## config.mk

```make
export PLATFORM = sky130hd
export DESIGN_NAME = pgr_release_seq
export DESIGN_NICKNAME = d
export VERILOG_FILES = /design/src/rtl/pgr_pkg.sv /design/src/rtl/pgr_step_rom.sv /design/src/rtl/pgr_countdown.sv /design/src/rtl/pgr_release_seq.sv
export SDC_FILE = /design/constraint.sdc
export NUM_CORES = 1
export LEC_CHECK = 0
export CAP_MARGIN = 40
export CORE_MARGIN = 3
export CORE_UTILIZATION = 51
export DETAILED_ROUTE_END_ITERATION = 6
export HOLD_SLACK_MARGIN = 0.06
export PLACE_DENSITY = 0.8
export SYNTH_ARGS = -nofsm -noshare
export SYNTH_HDL_FRONTEND = slang
export SYNTH_SLANG_ARGS = --single-unit
```

## constraint.sdc

```tcl
create_clock -name clk -period 2.9 [get_ports clk]
set_input_delay 0.87 -clock clk [delete_from_list [all_inputs] [get_ports clk]]
set_output_delay 0.87 -clock clk [all_outputs]
set_load 0.01 [all_outputs]
```

## src/rtl/pgr_pkg.sv

```systemverilog
package pgr_pkg;

  localparam int REG_W      = 32;
  localparam int STEP_COUNT = 16;
  localparam int STEP_IDX_W = $clog2(STEP_COUNT);
  localparam int BITPOS_W   = $clog2(REG_W);

  // Bit positions decoded by the target registers
  localparam int ENG_RUN_BIT    = 12;
  localparam int GATE_CTL_BIT   = 27;
  localparam int CLAMP_MASK_BIT = 0;
  localparam int CLAMP_VAL_BIT  = 1;
  localparam int OVR_EN_BIT     = 30;
  localparam int OVR_VAL_BIT    = 31;

  typedef enum logic [1:0] {
    OP_RMW    = 2'd0,
    OP_READ   = 2'd1,
    OP_SETTLE = 2'd2
  } op_e;

  typedef enum logic [1:0] {
    REG_ENGINE  = 2'd0,
    REG_SWITCH  = 2'd1,
    REG_THERMAL = 2'd2
  } reg_sel_e;

  typedef struct packed {
    op_e                 op;
    reg_sel_e            sel;
    logic [BITPOS_W-1:0] pos;
    logic                val;
  } step_t;

  function automatic step_t mk_step(input op_e op, input reg_sel_e sel,
                                    input int pos, input logic val);
    step_t s;
    s.op  = op;
    s.sel = sel;
    s.pos = BITPOS_W'(pos);
    s.val = val;
    return s;
  endfunction

  // Ordered release sequence; the order is the behaviour
  function automatic step_t step_lookup(input logic [STEP_IDX_W-1:0] idx);
    case (idx)
      0:       return mk_step(OP_RMW,    REG_ENGINE,  ENG_RUN_BIT,    1'b0);
      1:       return mk_step(OP_READ,   REG_ENGINE,  0,              1'b0);
      2:       return mk_step(OP_RMW,    REG_ENGINE,  GATE_CTL_BIT,   1'b1);
      3:       return mk_step(OP_SETTLE, REG_ENGINE,  0,              1'b0);
      4:       return mk_step(OP_RMW,    REG_SWITCH,  CLAMP_VAL_BIT,  1'b1);
      5:       return mk_step(OP_RMW,    REG_SWITCH,  CLAMP_MASK_BIT, 1'b1);
      6:       return mk_step(OP_RMW,    REG_SWITCH,  CLAMP_MASK_BIT, 1'b0);
      7:       return mk_step(OP_RMW,    REG_THERMAL, OVR_VAL_BIT,    1'b0);
      8:       return mk_step(OP_RMW,    REG_THERMAL, OVR_EN_BIT,     1'b1);
      9:       return mk_step(OP_SETTLE, REG_ENGINE,  0,              1'b0);
      10:      return mk_step(OP_RMW,    REG_SWITCH,  CLAMP_VAL_BIT,  1'b0);
      11:      return mk_step(OP_RMW,    REG_SWITCH,  CLAMP_MASK_BIT, 1'b1);
      12:      return mk_step(OP_RMW,    REG_SWITCH,  CLAMP_MASK_BIT, 1'b0);
      13:      return mk_step(OP_RMW,    REG_ENGINE,  GATE_CTL_BIT,   1'b0);
      14:      return mk_step(OP_RMW,    REG_ENGINE,  ENG_RUN_BIT,    1'b1);
      default: return mk_step(OP_READ,   REG_ENGINE,  0,              1'b0);
    endcase
  endfunction

  function automatic logic [REG_W-1:0] merge_bit(input logic [REG_W-1:0] data,
                                                 input logic [BITPOS_W-1:0] pos,
                                                 input logic val);
    logic [REG_W-1:0] m;
    m = {{(REG_W-1){1'b0}}, 1'b1} << pos;
    return val ? (data | m) : (data & ~m);
  endfunction

endpackage

```

## src/rtl/pgr_step_rom.sv

```systemverilog
module pgr_step_rom (
  input  logic [pgr_pkg::STEP_IDX_W-1:0] idx,
  output pgr_pkg::step_t                 step
);
  assign step = pgr_pkg::step_lookup(idx);
endmodule

```

## src/rtl/pgr_countdown.sv

```systemverilog
module pgr_countdown #(
  parameter int WIDTH = 8
) (
  input  logic             clk,
  input  logic             rst_n,
  input  logic             load,
  input  logic [WIDTH-1:0] load_val,
  input  logic             dec,
  output logic             zero
);
  logic [WIDTH-1:0] cnt_q;

  always_ff @(posedge clk) begin
    if (!rst_n)                     cnt_q <= '0;
    else if (load)                  cnt_q <= load_val;
    else if (dec && cnt_q != '0)    cnt_q <= cnt_q - 1'b1;
  end

  assign zero = (cnt_q == '0);
endmodule

```

## src/rtl/pgr_release_seq.sv

```systemverilog
module pgr_release_seq #(
  parameter int              ADDR_W         = 24,
  parameter int              SETTLE_CYCLES  = 5_000_000,
  parameter int              TIMEOUT_CYCLES = 1024,
  parameter logic [ADDR_W-1:0] ENGINE_ADDR  = 24'h000200,
  parameter logic [ADDR_W-1:0] SWITCH_ADDR  = 24'h10A78C,
  parameter logic [ADDR_W-1:0] THERMAL_ADDR = 24'h020004
) (
  input  logic                       clk,
  input  logic                       rst_n,
  input  logic                       start,
  output logic                       done,
  output logic                       error,
  output logic                       bus_valid,
  input  logic                       bus_ready,
  output logic [ADDR_W-1:0]          bus_addr,
  output logic                       bus_we,
  output logic [pgr_pkg::REG_W-1:0]  bus_wdata,
  input  logic [pgr_pkg::REG_W-1:0]  bus_rdata
);
  import pgr_pkg::*;

  localparam int SETTLE_W = $clog2(SETTLE_CYCLES + 1);
  localparam int TMO_W    = $clog2(TIMEOUT_CYCLES + 1);
  localparam logic [STEP_IDX_W-1:0] LAST_STEP = STEP_IDX_W'(STEP_COUNT - 1);

  typedef enum logic [1:0] {S_IDLE, S_READ, S_WRITE, S_SETTLE} state_e;

  state_e                state_q, state_d;
  logic [STEP_IDX_W-1:0] step_q, step_d;
  step_t                 cur_q, nxt_step;
  logic [REG_W-1:0]      wdata_q;
  logic                  done_q, error_q;

  logic handshake, go, adv, rmw_rd, tmo_hit, last;
  logic settle_zero, tmo_zero;

  // Decode of the step that will be current next cycle
  pgr_step_rom u_rom (
    .idx  (step_d),
    .step (nxt_step)
  );

  pgr_countdown #(.WIDTH(SETTLE_W)) u_settle (
    .clk      (clk),
    .rst_n    (rst_n),
    .load     (state_q != S_SETTLE),
    .load_val (SETTLE_W'(SETTLE_CYCLES - 1)),
    .dec      (state_q == S_SETTLE),
    .zero     (settle_zero)
  );

  pgr_countdown #(.WIDTH(TMO_W)) u_timeout (
    .clk      (clk),
    .rst_n    (rst_n),
    .load     (!bus_valid || handshake),
    .load_val (TMO_W'(TIMEOUT_CYCLES - 1)),
    .dec      (bus_valid && !bus_ready),
    .zero     (tmo_zero)
  );

  assign bus_valid = (state_q == S_READ) || (state_q == S_WRITE);
  assign bus_we    = (state_q == S_WRITE);
  assign bus_wdata = wdata_q;
  assign handshake = bus_valid && bus_ready;
  assign last      = (step_q == LAST_STEP);

  always_comb begin
    case (cur_q.sel)
      REG_ENGINE: bus_addr = ENGINE_ADDR;
      REG_SWITCH: bus_addr = SWITCH_ADDR;
      default:    bus_addr = THERMAL_ADDR;
    endcase
  end

  // Step progress, kept apart from the state choice that needs the decode
  always_comb begin
    go      = (state_q == S_IDLE) && start;
    rmw_rd  = (state_q == S_READ) && handshake && (cur_q.op == OP_RMW);
    tmo_hit = bus_valid && !bus_ready && tmo_zero;
    unique case (state_q)
      S_READ:   adv = handshake && (cur_q.op != OP_RMW);
      S_WRITE:  adv = handshake;
      S_SETTLE: adv = settle_zero;
      default:  adv = 1'b0;
    endcase
    if (go)              step_d = '0;
    else if (adv && !last) step_d = step_q + 1'b1;
    else                 step_d = step_q;
  end

  always_comb begin
    state_d = state_q;
    if (go) begin
      state_d = (nxt_step.op == OP_SETTLE) ? S_SETTLE : S_READ;
    end else if (rmw_rd) begin
      state_d = S_WRITE;
    end else if (adv) begin
      if (last) state_d = S_IDLE;
      else      state_d = (nxt_step.op == OP_SETTLE) ? S_SETTLE : S_READ;
    end else if (tmo_hit) begin
      state_d = S_IDLE;
    end
  end

  always_ff @(posedge clk) begin
    if (!rst_n) begin
      state_q <= S_IDLE;
      step_q  <= '0;
      cur_q   <= '0;
      wdata_q <= '0;
      done_q  <= 1'b0;
      error_q <= 1'b0;
    end else begin
      state_q <= state_d;
      step_q  <= step_d;
      cur_q   <= nxt_step;
      done_q  <= adv && last;
      if (rmw_rd)       wdata_q <= merge_bit(bus_rdata, cur_q.pos, cur_q.val);
      if (go)           error_q <= 1'b0;
      else if (tmo_hit) error_q <= 1'b1;
    end
  end

  assign done  = done_q;
  assign error = error_q;

endmodule

```

* Word-level counts from Yosys, hierarchy flattened
Memories as Yosys holds them, arrays and structs flattened.
Index checks and enable logic that the tools add are counted.
** Storage, ports and cells
- Register bits after elaboration :: 84
- ROM bits :: 160
- Output and inout bits :: 60
- Memories kept :: 1
- Logic and storage cells :: 74
- Input bits :: 36
** Memories
- (no name shown) :: words 16, bits a word 10, rd ports 1, clocked after Yosys merged registers in 0, wr ports 0, RTL line pgr_pkg.sv:47 : case (idx)
** Operators by class
- Add/sub/neg operators :: 3
- Shifts and indexed selects :: 1
- Reductions and logical operators :: 30
- Equal/unequal tests :: 7
- Mux-type cells :: 15
- Bitwise logic cells :: 4
** Operators by type and width (count)
- $mux 23 :: 2
- $pmux 21 s2 :: 1
- $and 32x32->32 :: 1
- $mux 32 :: 1
- $not 32->32 :: 1
- $or 32x32->32 :: 1
- $shl 1x5->32 const A :: 1
- $logic_not 23->1 :: 1
- $reduce_bool 23->1 :: 1
- $sub 23x1->23 const B :: 1
- $mux 10 :: 2
- $mux 2 :: 6
- $logic_and 1x1->1 :: 11
- $logic_not 11->1 :: 1
- $reduce_bool 11->1 :: 1
- $sub 11x1->11 const B :: 1
- $mux 4 :: 2
- $eq 2x2->1 const B :: 3
- $logic_not 2->1 :: 3
- $reduce_bool 2->1 :: 3
- $reduce_or 2->1 :: 3
- $add 4x1->4 const B :: 1
- $eq 2x1->1 const B :: 2
- $eq 4x4->1 const B :: 1
- 6 further kinds :: 9

* Logic depth before layout (Yosys ltp)
An unclocked memory read counts as a cell.
- Depth after elaboration :: 15
- Depth in mapped cells :: 12
- Depth with buffers taken out :: 12

* Modules after synthesis
A second synthesis with hierarchy kept.
** Unflattened totals
- Cell total of the unflattened synthesis :: 602
- Area total of the unflattened synthesis :: 4939.7 um^2
** Modules (own cells, without submodules)
- pgr_release_seq :: cells an instance 325, instances 1, sequential area each 1001.0 um^2, area an instance 2688.8 um^2
- pgr_countdown at u_settle :: cells an instance 161, instances 1, sequential area each 460.4 um^2, area an instance 1362.6 um^2
- pgr_countdown at u_timeout :: cells an instance 75, instances 1, sequential area each 220.2 um^2, area an instance 613.1 um^2
- pgr_step_rom :: cells an instance 41, instances 1, sequential area each 0.0 um^2, area an instance 275.3 um^2

* Worst setup path after synthesis
Ideal clock, no wire load.
- Path kind :: register to register
- From :: register state_q[0]
- To :: register state_q[1]
- Cell stages (with the launch flop) :: 12
- Library setup time :: 0.120 ns
- Arrival time :: 2.522 ns
- Data required time :: 2.780 ns
- Path buffers :: 0
- Slack :: 0.258 ns
- Period minus slack after synthesis :: 2.642 ns
- Cell sequence :: dfxtp_1 > inv_1 > ha_1 > o211a_1 > o211ai_1 > o21a_1 > mux2i_1 > a21oi_1 > inv_1 > ha_1 > and2_1 > o31a_1
** Between the ends
- Cells in the longest elaborated chain, start to end :: 15
- Elaborated cells between the ends (all ways) :: 24
- Those cells by class :: 4 x eq/ne; 8 x mux; 11 x reduce/logical; 1 x memory
** Ends and longest elaborated chain
- start, declared :: RTL line pgr_release_seq.sv:29 : state_e state_q, state_d;
- start signal, assigned :: RTL line pgr_release_seq.sv:115 : state_q <= state_d;
- $eq 2x1->1 / $eq 2x2->1 (equally long branches) :: RTL line pgr_release_seq.sv:62 : assign bus_valid = (state_q == S_READ) || (state_q == S_WRITE);
- $logic_or 1x1->1 * :: RTL line pgr_release_seq.sv:62
- named net bus_valid :: RTL line pgr_release_seq.sv:14 : output logic bus_valid,
- $logic_and 1x1->1 * :: RTL line pgr_release_seq.sv:65 : assign handshake = bus_valid && bus_ready;
- $logic_and 1x1->1 :: RTL line pgr_release_seq.sv:82 : S_READ: adv = handshake && (cur_q.op != OP_RMW);
- $pmux 1 s3 * :: RTL line pgr_release_seq.sv:81 : unique case (state_q)
- $logic_and 1x1->1 * :: RTL line pgr_release_seq.sv:88 : else if (adv && !last) step_d = step_q + 1'b1;
- $mux 4 * :: RTL line pgr_release_seq.sv:88
- $mux 4 * :: RTL line pgr_release_seq.sv:87 : if (go) step_d = '0;
- named net step_d[1] :: RTL line pgr_release_seq.sv:30 : logic [STEP_IDX_W-1:0] step_q, step_d;
- $mem_v2 16x10 *
- $eq 2x2->1 * :: RTL line pgr_release_seq.sv:95, pgr_release_seq.sv:100
- $mux 2 * :: RTL line pgr_release_seq.sv:95, pgr_release_seq.sv:100
- $mux 2 :: RTL line pgr_release_seq.sv:99 : if (last) state_d = S_IDLE;
- $mux 2 :: RTL line pgr_release_seq.sv:98 : end else if (adv) begin
- $mux 2 :: RTL line pgr_release_seq.sv:96 : end else if (rmw_rd) begin
- $mux 2 * :: RTL line pgr_release_seq.sv:94 : if (go) begin
Mark *: on every way through the listed nets, which the timed path passes. The rest lies on a longest branch.
A chain may end at the register's enable or synchronous reset.

* Final worst setup path
- From :: register state_q[1]
- To :: register state_q[1]
** Between the ends
- Cells in the longest elaborated chain, start to end :: 15
- Elaborated cells between the ends (all ways) :: 24
- Those cells by class :: 4 x eq/ne; 8 x mux; 11 x reduce/logical; 1 x memory
** Ends and longest elaborated chain (RTL line)
- $eq 2x1->1 / $eq 2x2->1 (equally long branches) :: pgr_release_seq.sv:62, pgr_release_seq.sv:81
- $logic_or 1x1->1 :: pgr_release_seq.sv:62
- $logic_and 1x1->1 :: pgr_release_seq.sv:65
- $logic_and 1x1->1 :: pgr_release_seq.sv:82
- $pmux 1 s3 :: pgr_release_seq.sv:81
- $logic_and 1x1->1 :: pgr_release_seq.sv:88
- $mux 4 :: pgr_release_seq.sv:88
- $mux 4 * :: pgr_release_seq.sv:87
- named net step_d[1] :: pgr_release_seq.sv:30
- $mem_v2 16x10 *
- $eq 2x2->1 * :: pgr_release_seq.sv:95, pgr_release_seq.sv:100
- $mux 2 * :: pgr_release_seq.sv:95, pgr_release_seq.sv:100
- $mux 2 :: pgr_release_seq.sv:99
- $mux 2 :: pgr_release_seq.sv:98
- $mux 2 :: pgr_release_seq.sv:96
- $mux 2 * :: pgr_release_seq.sv:94
Marked as above.

==> impl_metrics.csv <==
group,metric,value,unit
route,wire_per_inst,14.8,µm
cells_and_area,areaGrowthSynthToFinish,28.2,%
die,die_x,97.0,µm
status,status,"complete, no violations",
setup_path,worst_setup_path_end_kind,"register",
yosys,synth-seq-cells,83,
sta,maxSlewHeadroom,64.4,%
setup_path,r2r_slack,0.17,ns
power,intPower,0.00172,W
sta,report.final.hold_viol_count,0,
cts,cts_root_buf,"clkbuf_8",
die,die_h,97.0,µm
yosys,synthTopCellsByArea,"dfxtp_1 (39%), nand2_1 (5.7%), a21oi_1 (5.2%)",
cts,clk_pin_slew_worst_paths,0.09,ns
placement,gp_congestion,0.902,
placement,place_ws,-0.0735,ns
setup_path,r2r_end,"state_q[1]",
power,p_sw,0.000709,W
setup_path,arrival,2.97,ns
power,comb_power_share,16.9,%
cts,cts_made_buffers,9,
route,dr.pass1.iters,5,
cts,post_cts_buffers,0,
yosys,synth_edf_count,0,
sta,fin_crit_sh,94.0,%
sta,achievable-frequency,0.367,GHz
global_routing,antenna_found_initial,0,
setup_path,crit_fanout,5,
power,clockPowerShare,31.9,%
global_routing,grt_max_degree,26,
power,power.density,449,mW/mm²
placement,dp.cells,691,
yosys,synth_seq_area_share,39.3,%
yosys,netlist_instances,505,
setup_path,crit_start,"state_q[1]",
cts,cts.sinks,83,
cts,htree_levels,3,
setup_path,required,3.15,ns
yosys,synth_area_per_cell,8.37,µm²
cells_and_area,design_area,0.00542,mm²
yosys,synth_top_flop_cell,"dfxtp_1",
global_routing,grt_pass1_vias,3563,
setup_path,r2r-start,"state_q[1]",
die,dieArea,0.00941,mm²
power,swShare,29.2,%
global_routing,grt_overflow,0,
hold_path,hold_start,"bus_wdata[24]",
yosys,yosysTopAreaCell,"dfxtp_1",
yosys,netlist_area,0.00423,mm²
cts,cts_buffer_depth,2,
setup_path,rr_worst_depth,11,
route,ant_nets,0,
sta,worstMarginPinSlew,0.531,ns
cells_and_area,antenna_cells,0,
hold_path,min_path_type,"register to register",
die,initial_core_util,53.6,%
route,first_iter_violations,302,
yosys,synth_top_area_share,39.3,%
cells_and_area,final_core_util,68.7,%
die,num_io_pins,96,
yosys,synth.distinct_cells,63,
placement,portBuffers,81,
route,wl,10500,µm
flow_run,cap_violations,0,
cells_and_area,fillers,641,
sta,clock_skew,0.0133,ns
sta,setup_viol,0,
power,ir_drop,0.430,mV
cells_and_area,finalNonFillerCells,707,
power,fin_total_pwr,0.00243,W
sta,setup_ws,0.174,ns
placement,placed_cell_area,0.00521,mm²
setup_path,start_kind,"register",
die,design.core.area,0.00789,mm²
cells_and_area,finalNetCount,648,
cts,cts_tree,"built",
cts,clk-insertion-delay-late,0.36,ns
power,p_seq_share,51.1,%
hold_path,whs_path_depth,2,
sta,maxSlewViolCount,0,
sta,final.min_clock_period,2.73,ns
route,dr_total_vias,3927,
route,drc_errors,0,
die,rows,32,
power,leakage,1.93,nW
setup_path,crit_path_end,"state_q[1]",
setup_path,criticalPathCategory,"register to register",
global_routing,grt_pass1_wl,17200,µm
global_routing,grt_usage,21.9,%
placement,hpwl,7740,µm
sta,rsz0062_at_grt,"no",
route,avgViaCountPerCell,5.55,
yosys,synth-async-reset-ratio,0,%
cells_and_area,drive_above_1_share,11.6,%
yosys,yosysWarnings,0,
cells in the mapped netlist, drive strengths merged, types with 3 or more instances:
| cell type | number |
|---|---|
| o31a | 3 |
| mux2i | 14 |
| a311o | 3 |
| ha | 12 |
| clkbuf | 19 |
| nor4b | 3 |
| nor2 | 53 |
| nand2 | 65 |
| o21ai | 19 |
| o21a | 5 |
| a31oi | 6 |
| inv | 17 |
| a211oi | 13 |
| xor2 | 14 |
| a21oi | 46 |
| nor2b | 5 |
| nand2b | 6 |
| nand3b | 4 |
| nand4 | 4 |
| nand3 | 9 |
| nor3 | 19 |
| dfxtp | 83 |
| nor4 | 10 |
| or2 | 3 |
| o311ai | 6 |
| o211ai | 3 |
| xnor2 | 15 |
| o2111ai | 3 |
| and3 | 3 |
| buf | 22 |
how the worst min path moves through the flow:
stage                                to  slack [ns]
CTS                       bus_wdata[24]        0.46
global route              bus_wdata[20]        0.48
floorplan           u_timeout.cnt_q[10]        0.44
detailed placement         bus_wdata[7]        0.45
finish                    bus_wdata[24]        0.46
global placement          bus_wdata[21]        0.44
through the flow:
step	TNS, ns	hold slack, ns
5_1_grt	0	0.484
4_1_cts	0	0.462
2_1_floorplan	0	0.441
3_3_place_gp	-0.00433	0.442
3_5_place_dp	-0.168	0.449
6_report	0	0.461
cells in the final DEF (no fill, tap or decap), types with 6 or more instances in the layout:
master,n
dfxtp_1,81
clkdlybuf4s50_1,81
nand2_1,64
nor2_1,53
a21oi_1,42
buf_4,31
nor3_1,18
o21ai_0,17
inv_1,16
xnor2_1,15
xor2_1,14
conb_1,14
mux2i_1,13
a211oi_1,13
ha_1,12
clkbuf_8,9
nor4_1,8
nand3_1,8
a31oi_1,6
nand2b_1,6
registers in the layout, indices dropped and copies added (netlist names):
name	cells
step_q	4
cur_q	9
error	1
done	1
u_timeout.cnt_q	11
state_q	2
u_settle.cnt_q	23
bus_wdata	32
what timing repair did:
action	CTS	global route
endpoints found under the hold margin	0	0
setup endpoints to repair	0	7
resized for setup	0	7
hold buffers	0	0
power groups by stage:
stage	clock network, W	logic [W]	registers (W)
finish	0.000776	0.000412	0.00124
global route	0.000847	0.000446	0.00125
CTS	0.000794	0.000406	0.00124
detailed placement	0	0.000403	0.00127
global placement	0	0.000392	0.00126
floorplan	0	0.000232	0.00127
layer usage:
metal  vias to the layer above  track usage, %  part of all wire [%]
li1                       1934               -                     -
met1                      1838            28.5                    43
met2                       142            37.0                    50
met3                        13            5.12                   6.0
met4                         0            4.64                  0.98
met5                         -               0                     0
layout make-up:
type                    instances  area [µm²]  share of cell area, %
multi-input cells             377        2330                   43.1
flip-flops and latches         83        1660                   30.7
repair buffers                112        1040                   19.3
well taps                     102         128                   2.36
clock buffers                   9         124                   2.29
inverters                      17        63.8                   1.18
clock inverters                 7        58.8                   1.09
cell families after synthesis:
logic type	Yosys count	synth area share [%]
simple gates	192	22.2
compound gates	116	18.4
flops	83	39.3
buf+inv	58	7.11
xor+xnor	29	6.01
mux	14	3.32
fa+ha+maj	12	3.55
other cells	1	0.0888
critical path, cell delays in order, from the launching register on:
cell and delay [ns]:
dfxtp_2 0.38, inv_1 0.09, ha_1 0.25, a31oi_1 0.28
nand3_2 0.18, o21a_1 0.25, mux2i_2 0.17, a21oi_2 0.22
inv_1 0.10, ha_1 0.24, and2_1 0.16, o31a_1 0.30
Power figures use the tool's default switching activity.
